**src/rtl/sem_pkg.sv**
```systemverilog
package sem_pkg;
    typedef enum logic [2:0] {
        SEM_FREE,
        SEM_L_HELD,
        SEM_R_HELD,
        SEM_L_HELD_RWAIT,
        SEM_R_HELD_LWAIT
    } sem_state_e;
endpackage

```
**src/rtl/sem_port_decode.sv**
```systemverilog
module sem_port_decode #(
    parameter int ADDR_W  = 16,
    parameter int DATA_W  = 9,
    parameter int NUM_SEM = 8,
    localparam int IDX_W  = $clog2(NUM_SEM)
) (
    input  logic               sel,
    input  logic               mem_en,
    input  logic               we,
    input  logic [ADDR_W-1:0]  addr,
    input  logic [DATA_W-1:0]  wdata,
    output logic [NUM_SEM-1:0] req_vec,
    output logic [NUM_SEM-1:0] rel_vec,
    output logic               rd_en,
    output logic [IDX_W-1:0]   rd_idx,
    output logic               bad
);
    logic             ok;
    logic [IDX_W-1:0] idx;

    always_comb begin
        ok     = sel && !mem_en;
        bad    = sel && mem_en;
        idx    = addr[IDX_W-1:0];
        rd_idx = idx;
        rd_en  = ok && !we;
    end

    // one strobe per latch; only the addressed one can fire
    for (genvar g = 0; g < NUM_SEM; g++) begin : g_dec
        always_comb begin
            req_vec[g] = ok && we && (idx == IDX_W'(g)) && !wdata[0];
            rel_vec[g] = ok && we && (idx == IDX_W'(g)) &&  wdata[0];
        end
    end
endmodule

```
**src/rtl/sem_latch.sv**
```systemverilog
module sem_latch
    import sem_pkg::*;
(
    input  logic clk,
    input  logic rst_n,
    input  logic l_req,
    input  logic l_rel,
    input  logic r_req,
    input  logic r_rel,
    output logic l_view,
    output logic r_view
);
    sem_state_e state, nxt;

    always_ff @(posedge clk) begin
        if (!rst_n) state <= SEM_FREE;
        else        state <= nxt;
    end

    always_comb begin
        nxt = state;
        unique case (state)
            SEM_FREE: begin
                if (l_req)      nxt = r_req ? SEM_L_HELD_RWAIT : SEM_L_HELD;
                else if (r_req) nxt = SEM_R_HELD;
            end
            SEM_L_HELD: begin
                if (l_rel)      nxt = r_req ? SEM_R_HELD : SEM_FREE;
                else if (r_req) nxt = SEM_L_HELD_RWAIT;
            end
            SEM_R_HELD: begin
                if (r_rel)      nxt = l_req ? SEM_L_HELD : SEM_FREE;
                else if (l_req) nxt = SEM_R_HELD_LWAIT;
            end
            SEM_L_HELD_RWAIT: begin
                if (l_rel)      nxt = r_rel ? SEM_FREE : SEM_R_HELD;
                else if (r_rel) nxt = SEM_L_HELD;
            end
            SEM_R_HELD_LWAIT: begin
                if (r_rel)      nxt = l_rel ? SEM_FREE : SEM_L_HELD;
                else if (l_rel) nxt = SEM_R_HELD;
            end
            default: nxt = SEM_FREE;
        endcase
    end

    always_comb begin
        l_view = !((state == SEM_L_HELD) || (state == SEM_L_HELD_RWAIT));
        r_view = !((state == SEM_R_HELD) || (state == SEM_R_HELD_LWAIT));
    end

    assert_nonowner_ignored_R4: assert property (@(posedge clk) disable iff (!rst_n)
        (!l_view && !l_rel && r_req) |=> (!l_view && r_view));
    assert_handoff_R5: assert property (@(posedge clk) disable iff (!rst_n)
        (state == SEM_L_HELD_RWAIT && l_rel && !r_rel) |=> (!r_view && l_view));
    assert_drop_free_R5: assert property (@(posedge clk) disable iff (!rst_n)
        (state == SEM_R_HELD && r_rel && !l_req) |=> (l_view && r_view));
    assert_tie_left_R9: assert property (@(posedge clk) disable iff (!rst_n)
        (state == SEM_FREE && l_req && r_req) |=> (state == SEM_L_HELD_RWAIT));
    assert_withdraw_R11: assert property (@(posedge clk) disable iff (!rst_n)
        (state == SEM_R_HELD_LWAIT && l_rel && !r_rel) |=> (state == SEM_R_HELD));
endmodule

```
**src/rtl/sem_read_port.sv**
```systemverilog
module sem_read_port #(
    parameter int DATA_W  = 9,
    parameter int NUM_SEM = 8,
    localparam int IDX_W  = $clog2(NUM_SEM)
) (
    input  logic               clk,
    input  logic               rst_n,
    input  logic               rd_en,
    input  logic [IDX_W-1:0]   rd_idx,
    input  logic [NUM_SEM-1:0] view_vec,
    input  logic               bad,
    output logic [DATA_W-1:0]  rdata,
    output logic               err
);
    always_ff @(posedge clk) begin
        if (!rst_n) begin
            rdata <= '1;
            err   <= 1'b0;
        end else begin
            err <= bad;
            if (rd_en) rdata <= {DATA_W{view_vec[rd_idx]}};
        end
    end

    assert_read_replicated_R3: assert property (@(posedge clk) disable iff (!rst_n)
        rd_en |=> (rdata == {DATA_W{rdata[0]}}));
    assert_read_hold_R6: assert property (@(posedge clk) disable iff (!rst_n)
        !rd_en |=> $stable(rdata));
    assert_err_pulse_R10: assert property (@(posedge clk) disable iff (!rst_n)
        bad |=> err);
    assert_err_quiet_R10: assert property (@(posedge clk) disable iff (!rst_n)
        !bad |=> !err);
endmodule

```
**src/rtl/sem_bank.sv**
```systemverilog
module sem_bank #(
    parameter int ADDR_W  = 16,
    parameter int DATA_W  = 9,
    parameter int NUM_SEM = 8
) (
    input  logic              clk,
    input  logic              rst_n,
    input  logic              lt_sel,
    input  logic              lt_mem_en,
    input  logic              lt_we,
    input  logic [ADDR_W-1:0] lt_addr,
    input  logic [DATA_W-1:0] lt_wdata,
    output logic [DATA_W-1:0] lt_rdata,
    output logic              lt_err,
    input  logic              rt_sel,
    input  logic              rt_mem_en,
    input  logic              rt_we,
    input  logic [ADDR_W-1:0] rt_addr,
    input  logic [DATA_W-1:0] rt_wdata,
    output logic [DATA_W-1:0] rt_rdata,
    output logic              rt_err
);
    localparam int IDX_W = $clog2(NUM_SEM);

    logic [NUM_SEM-1:0] l_req, l_rel, r_req, r_rel, l_view, r_view;
    logic               l_rd, r_rd, l_bad, r_bad;
    logic [IDX_W-1:0]   l_idx, r_idx;

    sem_port_decode #(.ADDR_W(ADDR_W), .DATA_W(DATA_W), .NUM_SEM(NUM_SEM)) u_dec_l (
        .sel(lt_sel), .mem_en(lt_mem_en), .we(lt_we), .addr(lt_addr), .wdata(lt_wdata),
        .req_vec(l_req), .rel_vec(l_rel), .rd_en(l_rd), .rd_idx(l_idx), .bad(l_bad));

    sem_port_decode #(.ADDR_W(ADDR_W), .DATA_W(DATA_W), .NUM_SEM(NUM_SEM)) u_dec_r (
        .sel(rt_sel), .mem_en(rt_mem_en), .we(rt_we), .addr(rt_addr), .wdata(rt_wdata),
        .req_vec(r_req), .rel_vec(r_rel), .rd_en(r_rd), .rd_idx(r_idx), .bad(r_bad));

    for (genvar g = 0; g < NUM_SEM; g++) begin : g_latch
        sem_latch u_latch (
            .clk(clk), .rst_n(rst_n),
            .l_req(l_req[g]), .l_rel(l_rel[g]), .r_req(r_req[g]), .r_rel(r_rel[g]),
            .l_view(l_view[g]), .r_view(r_view[g]));
    end

    sem_read_port #(.DATA_W(DATA_W), .NUM_SEM(NUM_SEM)) u_rd_l (
        .clk(clk), .rst_n(rst_n), .rd_en(l_rd), .rd_idx(l_idx), .view_vec(l_view),
        .bad(l_bad), .rdata(lt_rdata), .err(lt_err));

    sem_read_port #(.DATA_W(DATA_W), .NUM_SEM(NUM_SEM)) u_rd_r (
        .clk(clk), .rst_n(rst_n), .rd_en(r_rd), .rd_idx(r_idx), .view_vec(r_view),
        .bad(r_bad), .rdata(rt_rdata), .err(rt_err));

    // mirrored views can never both show ownership
    assert_views_exclusive_R3: assert property (@(posedge clk) disable iff (!rst_n)
        ((l_view | r_view) == '1));
    assert_one_strobe_R1: assert property (@(posedge clk) disable iff (!rst_n)
        $onehot0(l_req | l_rel) && $onehot0(r_req | r_rel));
endmodule

```
**config.mk**
```make
export PLATFORM = sky130hd
export DESIGN_NAME = sem_bank
export DESIGN_NICKNAME = d
export VERILOG_FILES = /design/src/rtl/sem_pkg.sv /design/src/rtl/sem_port_decode.sv /design/src/rtl/sem_latch.sv /design/src/rtl/sem_read_port.sv /design/src/rtl/sem_bank.sv
export SDC_FILE = /design/constraint.sdc
export NUM_CORES = 1
export LEC_CHECK = 0
export BUFFER_PORTS_ARGS = -buffer_cell sky130_fd_sc_hd__buf_2
export CORE_UTILIZATION = 49
export DETAILED_ROUTE_END_ITERATION = 8
export GPL_ROUTABILITY_DRIVEN = 1
export HOLD_SLACK_MARGIN = 0.05
export PLACE_DENSITY = 0.78
export SYNTH_ARGS = -nofsm -noshare
export SYNTH_HDL_FRONTEND = slang
export SYNTH_SLANG_ARGS = --single-unit
```
**constraint.sdc**
```tcl
create_clock -name clk -period 1.75 [get_ports clk]
set_input_delay 0.175 -clock clk [delete_from_list [all_inputs] [get_ports clk]]
set_output_delay 0.175 -clock clk [all_outputs]
set_load 0.02 [all_outputs]
```
==> Yosys cells after proc, flatten, opt, wreduce, memory -nomap -nowiden <==
Cells that the tools add are included.
Widths: inputs -> output; s select.
{ "word_totals": {"register_bits": 28, "latch_bits": 0, "mem_bits_rw": 0, "mem_bits_ro": 0, "in_bits": 58, "output_inout_bits": 20, "word_cells": 344, "memories": 0} }
{ "op_classes": {"addsub": 0, "n_mul": 0, "n_div": 0, "order_cmp": 2, "eq_ne": 86, "n_shift": 0, "mux": 132, "n_bitwise": 0, "reduce_logical": 112} }
{ "ops": {"columns": ["cell", "n"], "rows": [
  ["$mux 3", 80],
  ["$ne 3x1->1 const B", 40],
  ["$pmux 3 s5", 8],
  ["$eq 3x2->1 const B", 20],
  ["$logic_and 1x1->1", 56],
  ["$eq 3x3->1 const B", 16],
  ["$mux 2", 24],
  ["$reduce_and 5->1", 8],
  ["$eq 3x1->1 const B", 10],
  ["$logic_not 3->1", 10],
  ["$logic_not 1->1", 22],
  ["$mux 1", 18],
  ["$logic_or 1x1->1", 16],
  ["$lt 3x4->1 const B", 2],
  ["$bmux 1 s3", 2]
]} }

==> Logic depth before layout (Yosys ltp) <==
Gate-level depths: netlist (run 1).
{ "depth": {"depth_word": 8, "depth_mapped": 7, "mapped_depth_nobuf": 5} }

==> Hierarchy <==
A second synthesis (run 1) with hierarchy kept.
{ "hier_totals": {"cells_unflattened": 380, "area_unflattened_um2": 3017.9} }
{ "modules_own_cells": {"columns": ["mod", "n_inst", "cells_per_inst", "area_per_inst_um2", "seq_area_each_um2"], "rows": [
  ["sem_latch", 8, 34, 270.3, 60.1],
  ["sem_port_decode", 2, 34, 229.0, 0.0],
  ["sem_read_port", 2, 20, 198.9, 40.0]
]} }

==> Least setup slack after synthesis (run 1) <==
OpenSTA, ideal clock, no wires.
{ "synth_timing": {"path_kind": "flip-flop to flip-flop", "start": "reg g_latch[1].u_latch.state[1]", "end": "reg g_latch[1].u_latch.state[2]", "setup_ps": 119, "arrival_ps": 1583, "t_required_ps": 1631, "path_slack_ps": 49, "path_stages_with_launch": 7, "path_buffers": 1, "synth_period_minus_slack_ps": 1701, "path_cell_list": "dfxtp_1 clkbuf_1 or3b_2 a31oi_1 o21a_1 nor2_1 o221a_2"} }
{ "synth_via": {"elab_chain_len": 3, "elab_cells_between_ends": 12, "cone_classes": "9 x eq/ne; 1 x mux; 2 x reduce/logical"} }
{ "synth_rtl": {"columns": ["element", "line", "text"], "rows": [
  ["start, declared", "sem_latch.sv:13", "sem_state_e state, nxt;"],
  ["start signal, assigned", "sem_latch.sv:17", "else state <= nxt;"],
  ["$eq 3x1->1 (tied with other cells)", "sem_latch.sv:22", "unique case (state)"],
  ["$ne 3x1->1 (no line)", null, null],
  ["$reduce_and 5->1 (no line)", null, null]
]} }
Several ways; a longest one is shown, not always the timed one.
A chain may end at the register's enable or synchronous reset.

==> Worst setup path after layout (run 1) <==
{ "layout_timing": {"start": "reg g_latch[1].u_latch.state[0]", "end": "reg g_latch[1].u_latch.state[2]"} }
Same word-level chain as after synthesis.

==> results of run 1 <==
power breakdown:
part / switching (mW) / leakage [nW] / internal [mW]
registers: 0.145 / 0.231 / 0.738
clock network: 0.209 / 0.0216 / 0.155
logic: 0.721 / 1.03 / 0.679
metrics by stage:
stage,instances,setup TNS [ns],hold slack [ns]
floorplan,392,0,0.319
detailed placement,502,-0.312,0.508
global route,505,0,0.214
CTS,505,0,0.215
global placement,502,-0.284,0.480
finish,505,0,0.229
sequential cells by signal (all words and copies together) (netlist names):
signal,cells
g_latch.u_latch.state,24
u_rd_l.err,1
u_rd_l.rdata,1
u_rd_r.err,1
u_rd_r.rdata,1
metal layers:
| layer | vias up | global-route usage [%] |
|---|---|---|
| li1 | 1552 | - |
| met5 | - | 0 |
| met4 | 0 | 9.11 |
| met2 | 163 | 46.4 |
| met1 | 1568 | 35.7 |
| met3 | 28 | 3.54 |
placed cells by master, fill, tap and decap left out, drive strengths merged, types with 3 or more instances in the layout:
| cell type | Yosys | routed |
|---|---|---|
| a211oi | 7 | 7 |
| a21oi | 11 | 11 |
| a22oi | 3 | 3 |
| a2bb2oi | 4 | 4 |
| a311o | 3 | 3 |
| a31oi | 20 | 20 |
| and3 | 12 | 12 |
| and4b | 3 | 3 |
| and4bb | 3 | 3 |
| buf | 33 | 90 |
| clkbuf | 22 | 3 |
| dfxtp | 28 | 28 |
| inv | 13 | 13 |
| nand2 | 20 | 20 |
| nand2b | 13 | 13 |
| nand3 | 14 | 14 |
| nand3b | 7 | 7 |
| nand4b | 3 | 3 |
| nor2 | 19 | 19 |
| nor2b | 12 | 12 |
| nor3 | 24 | 24 |
| nor3b | 9 | 9 |
| nor4 | 8 | 8 |
| o211ai | 3 | 3 |
| o21ai | 17 | 17 |
| o221a | 3 | 3 |
| o22a | 3 | 3 |
| o22ai | 7 | 7 |
| o31a | 3 | 3 |
| o31ai | 6 | 6 |
| or3b | 4 | 4 |
| xnor2 | 13 | 13 |
what timing repair did:
action | in CTS | in global routing
resized for setup | 1 | 11
endpoints found under the setup margin | 2 | 8
hold buffers | 0 | 0
worst min-delay path by stage:
stage,cells after the start,end,slack (ns)
floorplan,2,g_latch[7].u_latch.state[1],0.32
global placement,2,u_rd_r.err,0.48
detailed placement,2,u_rd_r.err,0.51
CTS,2,u_rd_r.err,0.22
global route,2,u_rd_r.err,0.21
finish,2,u_rd_r.err,0.23
area by class of cell:
| type | instances | area (sq um) |
|---|---|---|
| Sequential cell | 28 | 571 |
| Clock buffer | 3 | 41.3 |
| Timing Repair Buffer | 90 | 588 |
| Multi-Input combinational cell | 296 | 2090 |
| Fill cell | 545 | 2450 |
| Inverter | 13 | 48.8 |
| Tap cell | 75 | 93.8 |
worst reg2reg max path: cells and delay by family, from the launching register on:
family | cells | cell delay [ns]
simple gates | 2 | 0.55
flops | 1 | 0.38
compound gates | 3 | 0.67
cell families (layout without fill, tap and decap cells):
family | count (synthesis) | count (layout) | synth area share, %
AND/OR/NAND/NOR | 168 | 168 | 35.8
AO/OA/AOI/OAI | 111 | 111 | 27.6
buffers and inverters | 68 | 106 | 11.7
flip-flops | 28 | 28 | 18.8
XOR/XNOR | 14 | 14 | 4.12
multiplexers | 3 | 3 | 1.89
==> results.sh, run 1 <==
export IMPL_fin_crit_sh_pct=96.8
export IMPL_dr_pass1_iters=5
export IMPL_routabilityCongestion=0.911
export IMPL_worst_clock_skew_ns=0.00551
export IMPL_cts_num_sinks=28
export IMPL_clk_pin_slew_ns=0.10
export IMPL_nNetsFinal=490
export IMPL_end_kind="register"
export IMPL_placed_area_sq_mm=0.00336
export IMPL_wl_met2_um=4060
export IMPL_initialDrtViolationCount=272
export IMPL_synth_edf_count=0
export IMPL_worst_setup_path_type="reg2reg"
export IMPL_finalCriticalPeriod_ns=1.69
export IMPL_portBuffers=35
export IMPL_leakagePower_nw=1.28
export IMPL_hp_start="rt_mem_en"
export IMPL_ys_ff_latch=28
export IMPL_cp_arrival_ns=1.87
export IMPL_cpMaxStageDelayCell="or3b_2"
export IMPL_yosysMostFrequentCell="dfxtp_1"
export IMPL_die_h_um=79.9
export IMPL_crit_path_start_kind="register"
export IMPL_top_level_ports=78
export IMPL_grt_pass1_wl_um=14000
export IMPL_grt_overflow=0
export IMPL_final_max_slew_viol_count=0
export IMPL_vdd_ir_drop_max_mv=0.514
export IMPL_drt_antenna_violating_nets=0
export IMPL_syn_avg_cell_area_sq_um=7.59
export IMPL_cp_endpoint="g_latch[1].u_latch.state[2]"
export IMPL_ys_flop_type="dfxtp_1"
export IMPL_worst_path_stages=5
export IMPL_crit_chain="or3b_2 > a31oi_2 > o21a_1 > nor2_1 > o221a_2"
export IMPL_antenna_found_initial=0
export IMPL_relSlewSlack_pct=66.8
export IMPL_die_area_sq_mm=0.00638
export IMPL_dieWidth_um=79.9
export IMPL_outcome="completed"
export IMPL_start_util_pct=50.5
export IMPL_viasPerCell=6.56
export IMPL_critPathBufInv=0
export IMPL_grt_usage_pct=27.4
export IMPL_seq_area_frac_synth_pct=18.8
export IMPL_drcViolationCount=0
export IMPL_reg2reg_slack_ns=0.06
export IMPL_core_sq_mm=0.00589
export IMPL_async_reset_ff_share_pct=0
export IMPL_postLayoutCellArea_sq_mm=0.00343
export IMPL_tightestPinTransition_ns=0.491
export IMPL_wl_met1_um=3640
export IMPL_yosysUniqueCellTypes=73
export IMPL_htree_levels=1
export IMPL_max_stage_delay_ns=0.49
export IMPL_dp_slack_ns=-0.110
export IMPL_area_delta_synth_final_pct=15.4
export IMPL_hold_path_class="in2reg"
export IMPL_rows=28
export IMPL_synth_top_cell_by_area="dfxtp_1"
export IMPL_maxCapViolCount=0
export IMPL_fmax_mhz=590
export IMPL_synthTopCellsByArea="dfxtp_1 19%, buf_4 4.8%, a31oi_1 4.2%, xnor2_1 3.8%, nor3_1 3.7%"
export IMPL_setup_ws_ns=0.0563
export IMPL_clock_root_buffer="clkbuf_8"
export IMPL_drt_wl_total_um=8540
export IMPL_worstPathRequired_ns=1.93
export IMPL_synth_top_area_share_pct=18.8
export IMPL_highest_layer="met4"
export IMPL_startpoint="g_latch[1].u_latch.state[0]"
export IMPL_drive_gt1_share_pct=30.5
export IMPL_dr_wl_met3_um=640
export IMPL_clk_latency_ns=0.28
export IMPL_numCtsBuffers=3
export IMPL_p_total_mw=2.65
export IMPL_cts_setup_buffers=0
export IMPL_syn_cell_area_sq_mm=0.00297
export IMPL_syn_inst=392
export IMPL_finalSetupViolCount=0
export IMPL_cts_tree="built"
export IMPL_power_density_mw_per_mm2=771
export IMPL_rsz0062_at_grt="false"
export IMPL_num_antenna_cells=0
export IMPL_synth_nets=450
export IMPL_grt_pass1_vias=3081
export IMPL_wl_per_cell_um=16.9
export IMPL_r2r_start="g_latch[1].u_latch.state[0]"
export IMPL_dp_hpwl_um=6440
export IMPL_synthTopCellsByCount="28 x dfxtp_1, 22 x nor3_1, 20 x a31oi_1, 20 x clkbuf_1, 20 x nand2_1"
export IMPL_vias=3311
export IMPL_grt_max_degree=22
export IMPL_path_max_fanout=8
export IMPL_clock_path_buffers=2
export IMPL_final_util_pct=58.3
export IMPL_worst_r2r_endpoint="g_latch[1].u_latch.state[2]"
export IMPL_hold_viol=0
export IMPL_rr_worst_depth=5
export IMPL_cp_top_family="compound AO/OA/AOI/OAI gates"
export IMPL_yosysWarnings=0
No activity file was read; power rests on OpenSTA's default activity.
==> run 2, diff against run 1 <==
Settings changed: HOLD_SLACK_MARGIN 0.05 to 0.02, REMOVE_ABC_BUFFERS set to 1.
==> run 2 against run 1 <==
Fmax decreased by 0.14%; sequential share of layout area increased by 0.36 points; register-to-register slack about the same; clock-buffer cell count unchanged; flip-flop and latch count unchanged; wire length decreased by 0.61%; global-route usage increased by 0.53 points; die area unchanged; first-iteration DRC count increased by 65%; critical path depth unchanged; non-clock buffer count decreased by 10; power about the same; critical endpoint unchanged; largest power group unchanged.
==> results.sh, run 2 (synthesis results as in run 1) <==
export IMPL_clock_root_buffer="clkbuf_8"
export IMPL_final_util_pct=56.7
export IMPL_max_stage_delay_ns=0.46
export IMPL_layout_commonest_cell="buf_4"
export IMPL_drt_antenna_violating_nets=0
export IMPL_cpMaxStageDelayCell="or3b_2"
export IMPL_fin_crit_sh_pct=96.9
export IMPL_crit_path_start_kind="register"
export IMPL_wl_per_cell_um=17.1
export IMPL_worstPathRequired_ns=1.94
export IMPL_cts_resized=1
export IMPL_power_density_mw_per_mm2=792
export IMPL_postLayoutCellArea_sq_mm=0.00334
export IMPL_clock_path_buffers=2
export IMPL_rsz0062_at_grt="false"
export IMPL_final_max_slew_viol_count=0
export IMPL_fillCellCount=536
export IMPL_hold_viol=0
export IMPL_p_switching_mw=1.09
export IMPL_grt_overflow=0
export IMPL_grt_usage_pct=28.0
export IMPL_seqPwrFrac_pct=34.0
export IMPL_die_h_um=79.9
export IMPL_grt_max_degree=16
export IMPL_vdd_ir_drop_max_mv=0.571
export IMPL_core_sq_mm=0.00589
export IMPL_hp_start="lt_mem_en"
export IMPL_drt_wl_total_um=8490
export IMPL_num_antenna_cells=0
export IMPL_p_clk_share_pct=14.4
export IMPL_worst_clock_skew_ns=0.0107
export IMPL_cp_top_family="compound AO/OA/AOI/OAI gates"
export IMPL_worst_setup_path_type="reg2reg"
export IMPL_dp_hpwl_um=6290
export IMPL_largest_reg_flops=24
export IMPL_cts_num_sinks=28
export IMPL_final_cell_mix="45 x buf_4, 35 x buf_2, 23 x dfxtp_1"
export IMPL_routabilityCongestion=0.982
export IMPL_top_level_ports=78
export IMPL_end_kind="register"
export IMPL_maxCapViolCount=0
export IMPL_dr_pass1_iters=5
export IMPL_initialDrtViolationCount=448
export IMPL_r2r_start="g_latch[1].u_latch.state[2]"
export IMPL_power_frac_comb_pct=51.6
export IMPL_critPathBufInv=0
export IMPL_vias=3206
export IMPL_crit_chain="or3b_2 > a31oi_1 > o21a_1 > nor2_1 > o221a_2"
export IMPL_clk_latency_ns=0.29
export IMPL_relSlewSlack_pct=67.8
export IMPL_placed_area_sq_mm=0.00328
export IMPL_numCtsBuffers=3
export IMPL_rows=28
export IMPL_viasPerCell=6.48
export IMPL_area_delta_synth_final_pct=12.2
export IMPL_p_int_mw=1.56
export IMPL_finalSetupViolCount=0
export IMPL_p_sw_share_pct=41.2
export IMPL_nNetsFinal=480
export IMPL_finalCriticalPeriod_ns=1.70
export IMPL_grt_pass1_wl_um=14000
export IMPL_fmax_mhz=590
export IMPL_die_area_sq_mm=0.00638
export IMPL_tightestPinTransition_ns=0.484
export IMPL_cts_tree="built"
export IMPL_leakagePower_nw=1.22
export IMPL_path_max_fanout=8
export IMPL_cts_hold_buf=0
export IMPL_antenna_found_initial=0
export IMPL_startpoint="g_latch[1].u_latch.state[2]"
export IMPL_start_util_pct=50.5
export IMPL_drive_gt1_share_pct=27.4
export IMPL_hold_path_class="in2reg"
export IMPL_htree_levels=1
export IMPL_cp_arrival_ns=1.89
export IMPL_clk_pin_slew_ns=0.11
export IMPL_grt_pass1_vias=3042
export IMPL_cts_setup_buffers=0
export IMPL_regMostFlops="g_latch.u_latch.state"
export IMPL_dieWidth_um=79.9
export IMPL_portBuffers=35
export IMPL_outcome="completed"
export IMPL_drcViolationCount=0
-- run 2: changes by cell type in the layout (fill, tap and decap cells not counted), sizes merged --
cell  delta
buf     -10
-- run 2: area by class of cell --
cell class / count / area (sq um) / share of cell area [%]
repair buffers: 80 / 513 / 15.4
flip-flops and latches: 28 / 567 / 17.0
clock buffers: 3 / 41.3 / 1.24
inverters: 13 / 48.8 / 1.46
well taps: 75 / 93.8 / 2.81
multi-input cells: 296 / 2070 / 62.1
-- run 2: worst register-to-register path, delay by kind of cell, from the launching register on --
family          cells  cell delay (ns)
simple gates        2             0.53
compound gates      3             0.68
flops               1             0.40
-- run 2: power groups by stage --
stage	Clock (mW)	Sequential [mW]	Combinational, mW
floorplan	0	0.914	0.878
global placement	0	0.901	1.27
detailed placement	0	0.904	1.32
CTS	0.381	0.891	1.35
global route	0.408	0.918	1.49
finish	0.380	0.899	1.37
-- run 2: path summary, 6_finish.rpt --
path	to	slack, ns	cells after the start
min reg2reg	g_latch[0].u_latch.state[2]	0.59	2
max	g_latch[1].u_latch.state[2]	0.05	5
max reg2reg	g_latch[1].u_latch.state[2]	0.05	5
min	u_rd_l.err	0.22	2
-- run 2: metrics by stage --
| step | TNS, ns | setup WS (ns) | instances | power (mW) | hold WS (ns) |
|---|---|---|---|---|---|
| floorplan | -0.126 | -0.126 | 337 | 1.79 | 0.306 |
| global placement | 0 | 0.0115 | 492 | 2.17 | 0.509 |
| detailed placement | -0.0537 | -0.0423 | 492 | 2.22 | 0.521 |
| CTS | 0 | 0.0130 | 495 | 2.62 | 0.217 |
| global route | 0 | 0.000510 | 495 | 2.82 | 0.230 |
| finish | 0 | 0.0538 | 495 | 2.64 | 0.217 |
-- run 2: per-layer routing --
metal	share of wire, %	up-vias	global-route usage (%)	routed length (um)
met3	6.6	26	1.49	557
met1	42	1498	36.0	3570
met5	0	-	0	0
met2	48	160	47.7	4080
li1	-	1522	-	-
met4	3.3	0	12.9	278
